`config.mk`:
```
export PLATFORM = sky130hd
export DESIGN_NAME = uart_rx_queue
export DESIGN_NICKNAME = d
export VERILOG_FILES = /design/src/rtl/uart_rx_queue.sv
export SDC_FILE = /design/constraint.sdc
export NUM_CORES = 1
export LEC_CHECK = 0
export BUFFER_PORTS_ARGS = -buffer_cell sky130_fd_sc_hd__buf_4
export CAP_MARGIN = 15
export CELL_PAD_IN_SITES_DETAIL_PLACEMENT = 1
export CELL_PAD_IN_SITES_GLOBAL_PLACEMENT = 2
export CORE_ASPECT_RATIO = 0.8
export CORE_MARGIN = 2
export CORE_UTILIZATION = 40
export CTS_CLUSTER_SIZE = 28
export DETAILED_ROUTE_END_ITERATION = 7
export PLACE_DENSITY_LB_ADDON = 0.1
export SLEW_MARGIN = 40
export SYNTH_ARGS = -nofsm -noshare
export SYNTH_HDL_FRONTEND = slang
export SYNTH_SLANG_ARGS = --single-unit
```
`constraint.sdc`:
```
create_clock -name clk -period 3.9 [get_ports clk]
set_input_delay 0 -clock clk [delete_from_list [all_inputs] [get_ports clk]]
set_output_delay 0 -clock clk [all_outputs]
set_load 0.03 [all_outputs]
```
`src/rtl/uart_rx_queue.sv`:
```
module uart_rx_queue #(
  parameter int DEPTH = 16,
  parameter int DW    = 8,
  parameter int TRIG  = 1
) (
  input  logic          clk,
  input  logic          rst_n,
  input  logic          fifo_en,
  input  logic          loopback,
  input  logic          push_valid,
  input  logic [DW-1:0] push_data,
  input  logic          push_frame_err,
  input  logic          push_parity_err,
  input  logic          break_evt,
  input  logic          pop,
  input  logic          stat_clr,
  input  logic          irq_clr,
  output logic [DW+3:0] rd_entry,
  output logic [3:0]    rx_status,
  output logic          rx_empty,
  output logic          rx_full,
  output logic          can_accept,
  output logic          rx_irq,
  output logic          tx_flush
);
  localparam int AW = $clog2(DEPTH);
  localparam int CW = $clog2(DEPTH + 1);
  localparam int EW = DW + 4;

  logic [EW-1:0] mem [DEPTH];
  logic          mode_q;
  logic [AW-1:0] rp;
  logic [CW-1:0] cnt;
  logic [3:0]    stat_q;
  logic          irq_q;

  logic [CW-1:0] depth_eff, cnt_nx;
  logic [AW-1:0] mask, wslot, newest;
  logic [EW-1:0] new_entry;
  logic          brk_push, push_req, pop_ok, push_ok, ovf;

  assign tx_flush   = fifo_en ^ mode_q;
  assign depth_eff  = mode_q ? CW'(DEPTH) : CW'(1);
  assign mask       = mode_q ? AW'(DEPTH - 1) : '0;
  assign brk_push   = break_evt & ~loopback;
  assign push_req   = push_valid | brk_push;
  assign new_entry  = brk_push ? {1'b0, 1'b1, 2'b00, {DW{1'b0}}}
                               : {1'b0, 1'b0, push_parity_err, push_frame_err, push_data};

  assign rx_empty   = (cnt == '0);
  assign rx_full    = (cnt == depth_eff);
  assign can_accept = (cnt < depth_eff);
  assign pop_ok     = pop & ~rx_empty & ~tx_flush;
  assign push_ok    = push_req & (~rx_full | pop_ok) & ~tx_flush;
  assign ovf        = push_req & rx_full & ~pop_ok & ~tx_flush;
  assign cnt_nx     = cnt + CW'(push_ok) - CW'(pop_ok);
  assign wslot      = (rp + cnt[AW-1:0]) & mask;
  assign newest     = (rp + cnt[AW-1:0] - AW'(1)) & mask;

  assign rd_entry   = mem[rp];
  assign rx_status  = stat_q;
  assign rx_irq     = irq_q;

  always_ff @(posedge clk) begin
    if (!rst_n) begin
      mode_q <= 1'b0;
      rp     <= '0;
      cnt    <= '0;
    end else if (tx_flush) begin
      mode_q <= fifo_en;
      rp     <= '0;
      cnt    <= '0;
    end else begin
      cnt <= cnt_nx;
      if (pop_ok) rp <= (rp + AW'(1)) & mask;
    end
  end

  always_ff @(posedge clk) begin
    if (!rst_n) begin
      for (int i = 0; i < DEPTH; i++) mem[i] <= '0;
    end else if (push_ok) begin
      mem[wslot] <= new_entry;
    end else if (ovf) begin
      mem[newest][EW-1] <= 1'b1;
    end
  end

  always_ff @(posedge clk) begin
    if (!rst_n) begin
      stat_q <= '0;
      irq_q  <= 1'b0;
    end else begin
      if (pop && !tx_flush) stat_q <= rd_entry[EW-1:DW];
      else if (stat_clr)    stat_q <= '0;

      if (push_ok && cnt_nx == CW'(TRIG))
        irq_q <= 1'b1;
      else if ((pop && !tx_flush && cnt_nx + CW'(1) == CW'(TRIG)) || irq_clr)
        irq_q <= 1'b0;
    end
  end
endmodule

```
==> metrics.md, run 1 <==
| Metric | Value |
|---|---|
| Area share of xor/xnor cells in the synthesized design | 1.02% |
| Post-CTS Resized | 0 |
| Combinational share of power | 13.5% |
| Pin count of the biggest net entering global routing | 48 |
| CTS root buf | clkbuf_16 |
| Top fanout value on the critical path | 13 |
| Vias in the first global route | 7,006 |
| Die ar. | 0.0267 mm2 |
| Most frequent cell after synthesis | edfxtp_1 |
| Outcome | finished clean |
| Type of the most critical hold path | input pin to flip-flop |
| Pre-CTS setup slack | 0.302 ns |
| Worst Path Buf+Inv | 3 |
| Post-Place Cells | 1,082 |
| Synth Flop Type | edfxtp_1 |
| R2R Setup Slk | 0.23 ns |
| Post-synthesis compound-gate area fraction | 4.24% |
| First-pass DRT Iterations | 4 |
| Clk slew on worst S/H paths | 0.06 ns |
| Mapped Area | 0.0101 mm2 |
| # fillers | 2,492 |
| Tightest Pin Transition | 0.749 ns |
| Register bit total from synthesis | 211 |
| Grt total ovfl | 0 |
| Slew headroom | 50.0% |
| Die X | 182 um |
| PnR worst setup slack | 0.226 ns |
| Final Max Tran Viols | 0 |
| Initial antenna violation count | 1 |
| Critical Path RT | 4.11 ns |
| ANT nets after route | 0 |
| Fin nets | 833 |
| Port-buffer cells | 39 |
| CTS tree | done |
| Critical path class | flip-flop to flip-flop |
| Placement-stage cell area | 0.0109 mm2 |
| Post-Synth Simple-Gate Area | 15.2% |
| Cell taking the most area after synthesis | edfxtp_1 |
| Hold_sp | push_data[7] |
| Initial Utilization | 40.4% |
| Flop pwr share | 48.4% |
| Routed WL | 31,200 um |
| Clock share of power | 38.1% |
| Internal power | 3.94 mW |
| LEAKAGE | 3.85 nW |
| Ranking of synthesized cells by area | edfxtp_1, mux4_2, nor3_1, dfxtp_1, nor3_2 |
| Seq/Total Area, Yosys | 60.6% |
| Register area | 0.00615 mm2 |
| Avg Cell Area, Syn | 13.6 um2 |
| CP most frequent cell | buf_4 |
| Via count | 6,760 |
| First-pass GRT wire length | 47,100 um |
| Clk_lat worst skew | 0.52 ns |
| Die H | 146 um |
| CP startpoint kind | flip-flop |
| Postcts setup bufs | 0 |
| Post-synthesis mux area share | 12.8% |
| CP endpoint kind | flip-flop |
| Power Dens Cells | 457 mW/mm2 |
| Drc violations | 0 |
| Fin util | 46.7% |
| Area growth from synthesis to layout | 15.7% |
| Library cells used by synthesis | 47 |
| GRT Util Overall | 24.1% |
| CP Cell Sequence | ha_1, inv_1, fa_1, buf_4, nand3_1, nor4_4, xnor2_1, or3_2, o21ai_1, buf_4 |
| Synth async-reset ratio | 0% |
| Endpoints failing hold | 0 |
| Area of the multi-input gates | 0.00366 mm2 |
| Minimum clock period | 3.67 ns |
| Mapped Cells | 748 |
| Max_cap viols | 0 |
| RSZ-0062 raised after global routing | false |
| Top cells by count, synth | edfxtp_1, nor3_1, nor2_1, mux4_2, clkbuf_1 |
| Delay-heaviest family, CP | simple AND/OR/NAND/NOR gates |
| Non-Filler Instances | 1,138 |
| Adder-Cell Fraction of Synth Area | 2.25% |
| Reg2reg start | cnt[0]$_SDFF_PP0_ |
| DRT iter0 DRCs | 635 |
| Post-DR wirelength/cell | 27.4 um |
| Instance count on the critical path | 10 |
| Max Fclk | 0.272 GHz |
| # rows | 52 |
| Worst reg-to-reg path cell count | 10 |
| CP endpoint | mem[4][4]$_SDFFCE_PN0P_ |
| HPWL Detailed | 21,000 um |
| Psw | 1.42 mW |
| Vias/cell | 5.94 |
| RePlAce Congestion | 0.825 |
| Setup TNS | 0 ns |
| CP startpoint | cnt[0]$_SDFF_PP0_ |
| Clk_skew | 0.0162 ns |
| YS warnings | 0 |
| Layout cell share with drive strength beyond 1 | 27.3% |
| Main combinational cell family by area after synthesis | simple AND/OR/NAND/NOR gates |
| Sw Ratio | 26.4% |
| Design Area, Final | 0.0117 mm2 |
| Number of flops mapped to enable cells by yosys | 192 |
| Core area | 0.0251 mm2 |
| H-tree depth | 1 |
| Tcrit/Tclk final | 94.2% |
| CTS Buffer Depth | 3 |
| CP Data Arrival Time | 3.88 ns |
| Final setup viols | 0 |
| CTS sink count | 211 |
| I/O pin total | 40 |
| Max stage delay on crit path | 0.63 ns |
| Peak supply drop | 0.363 mV |
| Reg-to-Reg End | mem[4][4]$_SDFFCE_PN0P_ |
| Post-synth top area share | 56.9% |
| Crit path max-delay cell type | or3_2 |
| Post-Syn Nets | 784 |
| Inserted Clock Buffers | 23 |
worst min path at each step:
stage | to | slack, ns | cells past startpoint
finish | mem[5][7]$_SDFFCE_PN0P_ | 0.04 | 3
global placement | rx_status[3]$_SDFFE_PN0P_ | 0.22 | 2
detailed placement | rx_status[0]$_SDFFE_PN0P_ | 0.24 | 2
global route | mem[5][7]$_SDFFCE_PN0P_ | 0.05 | 3
CTS | mem[13][7]$_SDFFCE_PN0P_ | 0.03 | 3
floorplan | rx_status[1]$_SDFFE_PN0P_ | 0.10 | 1
stage by stage:
step / power (mW) / hold slack [ns]
2_1_floorplan: 3.07 / 0.101
3_3_place_gp: 3.34 / 0.220
3_5_place_dp: 3.35 / 0.241
4_1_cts: 5.40 / 0.0328
5_1_grt: 5.54 / 0.0464
6_report: 5.36 / 0.0366
timing repair:
action / in CTS / in global routing
endpoints found under the setup margin: 0 / 0
hold endpoints to repair: 44 / 0
hold buffers: 14 / 0
state kept, by name (all words and copies together), names as in the netlist, named ones only:
name,cells
cnt,5
mem,192
mode_q,1
rp,4
rx_irq,1
rx_status,4
cell usage in the layout, fill, tap and decap left out, types with 22 or more instances in the layout:
master	instances
nor3_1	102
nor2_1	73
nor3_2	33
nand3_1	22
clkbuf_16	23
buf_4	82
edfxtp_1	192
nand2_1	29
mux4_2	56
kinds of logic (layout without fill, tap and decap cells):
| logic type | after synthesis | count (layout) |
|---|---|---|
| buffers and inverters | 90 | 155 |
| other | 0 | 1 |
| multiplexers | 60 | 60 |
| adder cells (fa/ha/maj) | 17 | 17 |
| AND/OR/NAND/NOR | 289 | 289 |
| XOR/XNOR | 11 | 11 |
| flip-flops | 211 | 211 |
| AO/OA/AOI/OAI | 70 | 70 |
worst reg2reg max path: stages (launching register included):
cell and delay, ns:
dfxtp_1 0.42, ha_1 0.21, inv_1 0.06, fa_1 0.54
buf_4 0.17, nand3_1 0.13, nor4_4 0.23, xnor2_1 0.18
or3_2 0.63, o21ai_1 0.49, buf_4 0.31
power by group through the flow:
| stage | Sequential (mW) | Clock, mW | Combinational (mW) |
|---|---|---|---|
| final | 2.60 | 2.04 | 0.722 |
| after floorplan | 2.63 | 0 | 0.439 |
| after global routing | 2.61 | 2.16 | 0.775 |
| after detailed placement | 2.65 | 0 | 0.706 |
| after CTS | 2.60 | 2.08 | 0.721 |
| after global placement | 2.64 | 0 | 0.700 |
per-layer routing:
metal  global-route usage (%)  wire length [um]
met5                        0                 0
met2                     37.2             14400
met1                     36.1             14700
met4                     4.64               525
met3                     4.17              1610
final cells by class:
| cell class | count | share of cell area [%] |
|---|---|---|
| sequential | 211 | 52.4 |
| multi-input combinational | 447 | 31.2 |
| timing repair buffer | 97 | 6.61 |
| clock buffer | 28 | 5.06 |
| tap | 324 | 3.45 |
| clock inverter | 13 | 0.704 |
| inverter | 17 | 0.544 |
| antenna | 1 | 0.0213 |
(Power assumes the default switching activity.)
==> run 2, diff against run 1 <==
--- a/config.mk
+++ b/config.mk
@@ -14,7 +14,7 @@
 export CORE_UTILIZATION = 40
 export CTS_CLUSTER_SIZE = 28
 export DETAILED_ROUTE_END_ITERATION = 7
-export PLACE_DENSITY_LB_ADDON = 0.1
+export PLACE_DENSITY = 0.86
 export SLEW_MARGIN = 40
 export SYNTH_ARGS = -nofsm -noshare
 export SYNTH_HDL_FRONTEND = slang
==> metrics.md, run 2 (same netlist as run 1, synthesis figures left out) <==
| Metric | Value |
|---|---|
| H-tree depth | 1 (unchanged) |
| LEAKAGE | 3.84 nW (-0.26%) |
| CP startpoint kind | flip-flop |
| # rows | 52 (unchanged) |
| CP endpoint kind | flip-flop |
| Via count | 6,744 (-0.24%) |
| Delay-heaviest family, CP | adder cells |
| Area growth from synthesis to layout | 15.6% |
| Initial antenna violation count | 0 (-1) |
| Power Dens Cells | 463 mW/mm2 (+1.3%) |
| R2R Setup Slk | 0.27 ns (+0.05 ns) |
| Postcts setup bufs | 0 (unchanged) |
| Final setup viols | 0 (unchanged) |
| Hold Slack | 0.00165 ns (-0.0349 ns) |
| CP most frequent cell | ha_1 |
| Top fanout value on the critical path | 8 (-5) |
| Fin util | 46.7% (-0.075 points) |
| Clk_skew | 0.0134 ns (-0.00279 ns) |
| CP Cell Sequence | ha_1, inv_1, fa_1, ha_1, or4_1, o31a_2, nand2b_1, o21ai_1, buf_4 |
| Outcome | finished clean |
| Critical path class | flip-flop to flip-flop |
| Non-Filler Instances | 1,135 (-0.26%) |
| Initial Utilization | 40.4% (unchanged) |
| Reg-to-Reg End | mem[15][6]$_SDFFCE_PN0P_ |
| Inserted Diodes | 0 (-1) |
| Die ar. | 0.0267 mm2 (unchanged) |
| Met3 GRT Util | 3.92% (-0.25 points) |
| Pin count of the biggest net entering global routing | 48 (unchanged) |
| Post-Place Cells | 1,084 (+0.18%) |
| ANT nets after route | 0 (unchanged) |
| First-pass GRT wire length | 45,600 um (-3.3%) |
| Top Registers | mem x192, cnt x5 |
| GRT Util Overall | 22.7% (-1.4 points) |
| RSZ-0062 raised after global routing | false |
| HPWL Detailed | 19,900 um (-5.2%) |
| Type of the most critical hold path | input pin to flip-flop |
| GR Util met1 | 33.5% (-2.7 points) |
| Slew headroom | 40.4% (-9.6 points) |
| Clk_lat worst skew | 0.51 ns (about the same) |
| Grt met2 use | 35.2% (-2.0 points) |
| Port-buffer cells | 39 (unchanged) |
| First-pass DRT Iterations | 4 (unchanged) |
| Critical Path RT | 4.11 ns (about the same) |
| Max_cap viols | 0 (unchanged) |
| Most frequent cells in the layout | edfxtp_1, nor3_1, buf_4 |
| Post-DR wirelength/cell | 25.9 um (-5.4%) |
| Tightest Pin Transition | 0.893 ns (+0.144 ns) |
| Grt total ovfl | 0 (unchanged) |
| CP Data Arrival Time | 3.84 ns (-0.04 ns) |
| Max stage delay on crit path | 0.69 ns (+0.06 ns) |
| Peak supply drop | 0.305 mV (-16%) |
| Most common cell after layout, fill and taps aside | edfxtp_1 |
| Clk slew on worst S/H paths | 0.06 ns (about the same) |
| Max Fclk | 0.276 GHz (+1.3%) |
| DRT iter0 DRCs | 741 (+17%) |
| Max FFs per register | 192 (unchanged) |
| RePlAce Congestion | 0.802 (-2.7%) |
| Vias in the first global route | 7,042 (+0.51%) |
| Vias/cell | 5.94 (about the same) |
| Drc violations | 0 (unchanged) |
| Hold_sp | push_data[1] |
| Fin nets | 831 (-0.24%) |
| Die H | 146 um (unchanged) |
| CTS root buf | clkbuf_16 |
| Inserted Clock Buffers | 23 (unchanged) |
| Routed WL | 29,400 um (-5.7%) |
| CTS sink count | 211 (unchanged) |
| Worst reg-to-reg path cell count | 9 (-1) |
| Minimum clock period | 3.63 ns (-0.0474 ns) |
| I/O pin total | 40 (unchanged) |
| Core area | 0.0251 mm2 (unchanged) |
| Hold EP | mem[5][1]$_SDFFCE_PN0P_ |
| Tcrit/Tclk final | 93.0% (-1.2 points) |
| Worst Path Buf+Inv | 2 (-1) |
| Endpoints failing hold | 0 (unchanged) |
| Hold depth | 3 (unchanged) |
| Crit path max-delay cell type | or4_1 |
| Die X | 182 um (unchanged) |
| CTS tree | done |
| Final Max Tran Viols | 0 (unchanged) |
| Reg2reg start | cnt[0]$_SDFF_PP0_ |
| Busiest layer in global routing | met2 |
| Layout cell share with drive strength beyond 1 | 27.7% (+0.44 points) |
| CTS Buffer Depth | 3 (unchanged) |
| Top reg by flops | mem |
==> run 2: stage by stage <==
| stage | power [mW] | area [um2] | setup slack, ns | setup TNS (ns) |
|---|---|---|---|---|
| 6_report | 5.42 | 11700 | 0.273 | 0 |
| 5_1_grt | 5.58 | 11700 | 0.0897 | 0 |
| 4_1_cts | 5.44 | 11700 | 0.285 | 0 |
| 3_5_place_dp | 3.33 | 10900 | 0.312 | 0 |
| 3_3_place_gp | 3.32 | 10900 | 0.386 | 0 |
| 2_1_floorplan | 3.07 | 10100 | -0.0217 | -0.478 |
==> run 2: worst max path at each step <==
stage	startpoint	slack [ns]	endpoint	depth (start not counted)
global placement	cnt[1]$_SDFF_PP0_	0.39	mem[15][3]$_SDFFCE_PN0P_	8
global route	rp[0]$_SDFFE_PP0N_	0.09	mem[15][0]$_SDFFCE_PN0P_	9
detailed placement	cnt[1]$_SDFF_PP0_	0.31	mem[15][1]$_SDFFCE_PN0P_	8
CTS	cnt[0]$_SDFF_PP0_	0.29	mem[15][3]$_SDFFCE_PN0P_	9
floorplan	mode_q$_SDFFE_PN0P_	-0.02	mem[12][0]$_SDFFCE_PN0P_	11
finish	cnt[0]$_SDFF_PP0_	0.27	mem[15][6]$_SDFFCE_PN0P_	9
==> run 2: final cells by class <==
cell class                 count  area, um2
sequential                   211       6150
tap                          324        405
clock buffer                  29        598
inverter                      17       63.8
fill                        2534      13400
timing repair buffer          95        738
clock inverter                12        116
multi-input combinational    447       3640
==> run 2: timing repair <==
item	CTS	global route
hold endpoints to repair	23	0
resized for setup	0	0
hold buffers	10	0
==> run 2: power by group <==
group	switching [mW]	total (mW)	internal [mW]
logic	0.459	0.704	0.245
registers	0.0444	2.60	2.55
clock network	0.902	2.12	1.22
==> run 2: tightest hold or removal path: stages <==
cell	delay, ns
buf_4	0.08
nand3_1	0.17
nor2_1	0.13
==> run 2: layer usage <==
| metal | vias to the layer above | part of all wire, % |
|---|---|---|
| met3 | 47 | 7.0 |
| li1 | 2945 | - |
| met1 | 3485 | 44 |
| met2 | 267 | 46 |
| met4 | 0 | 2.5 |
| met5 | - | 0 |
